`src/rtl/ldst_lane_unit.sv`:
```
module ldst_lane_unit #(
  parameter int OFS_LONG  = 12,
  parameter int OFS_SHORT = 8
) (
  input  logic                clk,
  input  logic                rst_n,
  input  logic                req_valid,
  input  logic                is_store,
  input  logic [1:0]          size,
  input  logic                sext,
  input  logic                up,
  input  logic [31:0]         base,
  input  logic [OFS_LONG-1:0] offs,
  input  logic [31:0]         src,
  output logic                mem_req,
  output logic                mem_we,
  output logic [31:0]         mem_addr,
  output logic [3:0]          mem_be,
  output logic [31:0]         mem_wdata,
  input  logic [31:0]         mem_rdata,
  output logic                align_err,
  output logic                ld_valid,
  output logic [31:0]         ld_data
);

  localparam logic [1:0] SZ_B = 2'b00;
  localparam logic [1:0] SZ_H = 2'b01;

  logic        is_b, is_h, is_w, short_ofs, misal;
  logic [31:0] mag;
  logic [1:0]  lane_q, size_q;
  logic        sext_q;
  logic [31:0] shifted;
  logic [15:0] half;

  assign is_b = (size == SZ_B);
  assign is_h = (size == SZ_H);
  assign is_w = size[1];

  assign short_ofs = is_h | (is_b & ~is_store & sext);
  assign mag       = short_ofs ? 32'(offs[OFS_SHORT-1:0]) : 32'(offs);
  assign mem_addr  = up ? base + mag : base - mag;

  assign misal     = (is_h & mem_addr[0]) | (is_w & |mem_addr[1:0]);
  assign align_err = req_valid & misal;
  assign mem_req   = req_valid & ~misal;
  assign mem_we    = mem_req & is_store;

  always_comb begin
    if (is_w)      mem_be = 4'b1111;
    else if (is_h) mem_be = mem_addr[1] ? 4'b1100 : 4'b0011;
    else           mem_be = 4'b0001 << mem_addr[1:0];
  end

  always_comb begin
    if (is_w)      mem_wdata = src;
    else if (is_h) mem_wdata = {2{src[15:0]}};
    else           mem_wdata = {4{src[7:0]}};
  end

  always_ff @(posedge clk) begin
    if (!rst_n) begin
      ld_valid <= 1'b0;
      lane_q   <= 2'b00;
      size_q   <= 2'b00;
      sext_q   <= 1'b0;
    end else begin
      ld_valid <= mem_req & ~is_store;
      if (mem_req & ~is_store) begin
        lane_q <= mem_addr[1:0];
        size_q <= size;
        sext_q <= sext;
      end
    end
  end

  assign shifted = mem_rdata >> {lane_q, 3'b000};
  assign half    = lane_q[1] ? mem_rdata[31:16] : mem_rdata[15:0];

  always_comb begin
    if (size_q[1])
      ld_data = mem_rdata;
    else if (size_q == SZ_H)
      ld_data = {{16{sext_q & half[15]}}, half};
    else
      ld_data = {{24{sext_q & shifted[7]}}, shifted[7:0]};
  end

endmodule


```
`config.mk`:
```
export PLATFORM = sky130hd
export DESIGN_NAME = ldst_lane_unit
export DESIGN_NICKNAME = d
export VERILOG_FILES = /design/src/rtl/ldst_lane_unit.sv
export SDC_FILE = /design/constraint.sdc
export NUM_CORES = 1
export LEC_CHECK = 0
export BUFFER_PORTS_ARGS = -buffer_cell sky130_fd_sc_hd__buf_2
export CORE_MARGIN = 3
export CORE_UTILIZATION = 35
export CTS_BUF_LIST = sky130_fd_sc_hd__clkbuf_4
export DETAILED_ROUTE_END_ITERATION = 10
export GPL_TIMING_DRIVEN = 1
export PLACE_DENSITY = 0.69
export SYNTH_ARGS = -nofsm -noshare
export SYNTH_HDL_FRONTEND = slang
export SYNTH_SLANG_ARGS = --single-unit
```
`constraint.sdc`:
```
create_clock -name clk -period 4.35 [get_ports clk]
set_input_delay 0 -clock clk [delete_from_list [all_inputs] [get_ports clk]]
set_output_delay 0 -clock clk [all_outputs]
set_load 0.05 [all_outputs]
```
# Yosys cells after proc, flatten, opt, wreduce, memory -nomap -nowiden

Cells that the tools add are included.

Register bits after elaboration: 6
Input bits: 116

Add/sub/neg operators: 2
Equality and inequality tests: 2
Reductions and logical operators: 2
Multiplexer cells: 10
Shifts and indexed selects: 2
Bitwise logic cells: 14

Operators by type and width:

| operator              | count |
|---|---|
| $mux W32              | 5 |
| $add A32 B12 Y32      | 1 |
| $shr A32 B5 Y8        | 1 |
| $sub A32 B12 Y32      | 1 |
| $mux W16              | 1 |
| $mux W12              | 1 |
| $mux W4               | 3 |
| $and A1 B1 Y1         | 10 |
| $eq A2 B1 Y1 const B  | 2 |
| $shl A1 B2 Y4 const A | 1 |
| $logic_not A2 Y1      | 1 |
| $not A1 Y1            | 2 |
| $or A1 B1 Y1          | 2 |
| $reduce_or A2 Y1      | 1 |

# Depth between registers and ports, before layout

Depth in word-level cells: 13
Mapped depth: 17

# Worst setup path after synthesis

Ideal clock, no wire load.

Path type: input -> output
Start: in offs[5]
End: out mem_addr[31]
Stages on the path: 16
Required time: 4350 ps
Path slack: 159 ps
Arrival: 4191 ps
Cell sequence: nor4_1 -> nand2b_1 -> nor2_1 -> and2_1 -> clkbuf_1 -> nor2_1 -> xnor2_1 -> ha_1 -> o211ai_1 -> nor2_1 -> o2111a_1 -> or3b_1 -> a41o_1 -> a221o_1 -> mux2i_1 -> a211oi_1

Longest elaborated chain between the ends: 3

RTL lines:

| element                                              | RTL line | text |
|---|---|---|
| start: declaration                                   | 13       | `input logic [OFS_LONG-1:0] offs,` |
| $mux W12 (*)                                         | 41       | `assign mag = short_ofs ? 32'(offs[OFS_SHORT-1:0]) : 32'(offs);` |
| $sub A32 B12 Y32 or $add A32 B12 Y32 (tied branches) | 42       | `assign mem_addr = up ? base + mag : base - mag;` |
| $mux W32 (*)                                         | 42       |  |
| end: declaration                                     | 17       | `output logic [31:0] mem_addr,` |

Mark *: on every way between the ends. The rest lies on a longest branch, timed or not.

# Final worst setup path

Start: in offs[3]
End: out mem_addr[31]

Same word-level chain as after synthesis.

==> run metrics <==
latest clock arrival within the worst-skew pair 0.24 ns; final core utilization 0.4910; via/cell ratio 5.388; post-CTS setup repair buffer count 0; pre-CTS setup slack 0.6067 ns; Clock Path Buffers 2; fraction of final layout cells with drive strength greater than 1 0.3814; final-report setup violation count 0; number of enable-type register cells in the synthesized netlist 0; Top FF cell, synth sky130_fd_sc_hd__dfxtp_1; worst hold-check path type in2reg; # hold bufs at CTS 0; aggregate routed wire length 11660 µm; total standard cell area after synthesis 3226 µm²; leakage dissipation 2.380 nW; floorplan row count 34; Comb pwr share 0.908; Starting Density 0.3645; arrival time reported for the critical path endpoint 3.79 ns; register share of total power 0.052; DR vias 4170; reported max-cap violation count 0; Worst setup EP type primary output; CTS tree built; Port-buffer cells 219; clock slew seen by the registers of the worst setup and hold paths 0.04 ns; cell breakdown of the critical path buf_2 > nor4_1 > nand2b_1 > nor2_1 > buf_4 > and2_1 > nor2_1 > xnor2_1 > ha_1 > o211ai_1 > nor2_1 > o2111a_1 > or3b_1 > a41o_1 > a221o_1 > mux2i_1 > a211oi_1 > buf_2; horizontal extent of the die 102 µm; maximum cell stage delay along the critical path 0.43 ns; share of async-settable or async-resettable flops after synthesis 0; remaining design rule violation count 0; total negative slack 0 ns; setup repair after global routing missed its margin false; Placeable Area 8848 µm²; WP buf/inv 3; total global routing overflow 0; CTS buffer count 3; highest net fanout along the worst path 7; routability cong. 0.9585; die area 10400 µm²; endpoints failing hold 0; portion of the clock cycle consumed by the worst path in the final layout 0.8719; Internal Power 0.4056 mW; status completed; Critical Path Start Type input port; multi-input logic area 2888 µm²; FF+latch area 120.1 µm²; filler-free cell count of the finished design 774; count of final max-slew check failures 0; Filler Cells Inserted 968; Final Critical Period 3.793 ns; Final ANT Viol Nets 0; cell family contributing the most delay on the critical path simple AND/OR/NAND/NOR gates; first-pass GRT wire length 18390 µm; Cells after DPL 771; power per unit of standard cell area 283.8 nW/µm²; sequential share of the synthesized area 0.03724; number of diodes 0; height of the die 102 µm; syn nets 625; relative contribution of the clock network to total power 0.040; peak supply drop 0.0001945 V; initial antenna violation count 0; H-tree lvl count 1; Critical Path Most Common Cell sky130_fd_sc_hd__nor2_1; Clk Tree Root Cell sky130_fd_sc_hd__clkbuf_4; clk sink count 6; data required time of the worst path 4.35 ns; # nets final 818; Pre-Repair DR Iteration Count 4; slew at the pin with the worst max-slew slack 0.9193 ns; number of gates resized after CTS 0; final routed wire length divided by cell count 15.06 µm; Worst Slack Setup Final 0.5574 ns; number of distinct standard cells referenced by the synthesized netlist 51; switching fraction of total power 0.6710; layout overhead on the synthesized area 34.68%; Synth warnings 0; power spent charging and discharging nets 0.8272 mW; cell count after synthesis 475; Fmax 263.7 MHz; maximum number of pins on one net before global-route repair 39; Relative slew margins 0.3858; count of pins on the block boundary 220; number of global-route vias before repair 3916; mean cell area of the mapped netlist 6.791 µm²; Fin Hold WS 0.03394 ns; slowest cell on the critical path sky130_fd_sc_hd__or3b_1; clk_skew 0 ns; initial DRC count 121; detailed placer's ending HPWL 10120 µm; total of flip-flops plus latches after synthesis 6; total routing resource utilization after global routing 0.2155; type of the worst setup path in2out
[per-layer routing]
layer / vias to the layer above / GRT usage / wire (µm)
met2: 145 / 0.4158 / 6108
met4: 0 / 0.04036 / 133
met1: 1906 / 0.2593 / 4713
met5: - / 0 / 0
li1: 2111 / - / -
met3: 8 / 0.01775 / 701
[state kept, by name, indices dropped and copies added, names as in the netlist]
register / cells
sext_q: 1
lane_q: 2
size_q: 2
ld_valid: 1
[path summary, 6_finish.rpt]
kind	cells after the start	endpoint	slack, ns	from
hold / removal	2	ld_valid$_SDFF_PN0_	0.03	rst_n
setup reg to reg	1	lane_q[1]$_SDFFE_PN0P_	3.35	lane_q[1]$_SDFFE_PN0P_
setup / recovery	18	mem_addr[31]	0.56	offs[3]
hold reg to reg	2	sext_q$_SDFFE_PN0P_	0.55	sext_q$_SDFFE_PN0P_
[power by group through the flow]
stage,clock (mW),sequential [mW],combinational [mW]
after floorplan,0,0.0619,0.859
after global placement,0,0.0638,1.11
after detailed placement,0,0.0644,1.12
after CTS,0.0520,0.0635,1.12
after global routing,0.0569,0.0639,1.19
final,0.0495,0.0635,1.12
[cell families after synthesis]
group / Yosys count / share of synthesized area
mux: 38 / 0.1311
compound gates: 158 / 0.3185
xor+xnor: 36 / 0.09775
fa+ha+maj: 34 / 0.1342
buf+inv: 50 / 0.06750
simple gates: 153 / 0.2137
flops: 6 / 0.03724
[per-stage QoR]
| stage | power (mW) | area [µm²] |
|---|---|---|
| CTS | 1.238 | 4344 |
| detailed placement | 1.183 | 4322 |
| global placement | 1.175 | 4322 |
| floorplan | 0.9210 | 3226 |
| finish | 1.233 | 4344 |
| global route | 1.313 | 4344 |
[cell type report]
class | instances | share of cell area
Multi-Input combinational cell | 419 | 0.6647
Sequential cell | 6 | 0.02765
Clock buffer | 3 | 0.005184
Timing Repair Buffer | 222 | 0.2575
Tap cell | 108 | 0.03111
Inverter | 16 | 0.01382
[cell usage after synthesis, drive strengths merged (2+ instances only)]
| cell type | count | area share |
|---|---|---|
| and3 | 3 | 0.0058 |
| clkbuf | 24 | 0.028 |
| xnor2 | 21 | 0.057 |
| dfxtp | 6 | 0.037 |
| xor2 | 15 | 0.041 |
| nand2b | 7 | 0.014 |
| nand3 | 7 | 0.011 |
| nor3 | 6 | 0.0093 |
| o31ai | 2 | 0.0047 |
| nand2 | 76 | 0.088 |
| ha | 33 | 0.13 |
| nor2b | 9 | 0.017 |
| a211oi | 3 | 0.0085 |
| mux2i | 13 | 0.040 |
| a21o | 15 | 0.035 |
| a211o | 2 | 0.0054 |
| or3 | 2 | 0.0039 |
| o21bai | 10 | 0.024 |
| nand4 | 5 | 0.0097 |
| a41oi | 2 | 0.0054 |
| nor2 | 27 | 0.031 |
| a21boi | 3 | 0.0070 |
| mux2 | 24 | 0.084 |
| buf | 10 | 0.021 |
| o211ai | 3 | 0.0070 |
| inv | 16 | 0.019 |
| a31oi | 14 | 0.027 |
| a41o | 2 | 0.0062 |
| a21oi | 43 | 0.067 |
| a221o | 9 | 0.028 |
| and2 | 6 | 0.012 |
| o21ai | 37 | 0.059 |
| a22oi | 7 | 0.016 |
[cells in the final DEF, fill, tap and decap left out, types with 3 or more instances in the layout]
cell                       Yosys  final
sky130_fd_sc_hd__o21ai_1       7      7
sky130_fd_sc_hd__xnor2_1      21     21
sky130_fd_sc_hd__ha_1         33     33
sky130_fd_sc_hd__nand4_1       5      5
sky130_fd_sc_hd__inv_1        16     16
sky130_fd_sc_hd__nor3_1        6      6
sky130_fd_sc_hd__nor2b_1       9      9
sky130_fd_sc_hd__clkbuf_4      0      3
sky130_fd_sc_hd__mux2_2       24     24
sky130_fd_sc_hd__o211ai_1      3      3
sky130_fd_sc_hd__nor2_1       27     27
sky130_fd_sc_hd__xor2_1       15     15
sky130_fd_sc_hd__a221o_1       9      9
sky130_fd_sc_hd__buf_2         0    219
sky130_fd_sc_hd__a21boi_0      3      3
sky130_fd_sc_hd__a31oi_1      14     14
sky130_fd_sc_hd__nand2_1      76     76
sky130_fd_sc_hd__and3_1        3      3
sky130_fd_sc_hd__buf_4         8      3
sky130_fd_sc_hd__nand3_1       7      7
sky130_fd_sc_hd__dfxtp_1       6      6
sky130_fd_sc_hd__o21ai_0      29     29
sky130_fd_sc_hd__a21o_1       15     15
sky130_fd_sc_hd__and2_1        6      6
sky130_fd_sc_hd__a21oi_1      43     43
sky130_fd_sc_hd__o21bai_1      9      9
sky130_fd_sc_hd__nand2b_1      7      7
sky130_fd_sc_hd__a22oi_1       7      7
sky130_fd_sc_hd__mux2i_1      13     13
Power figures use the tool's default switching activity.
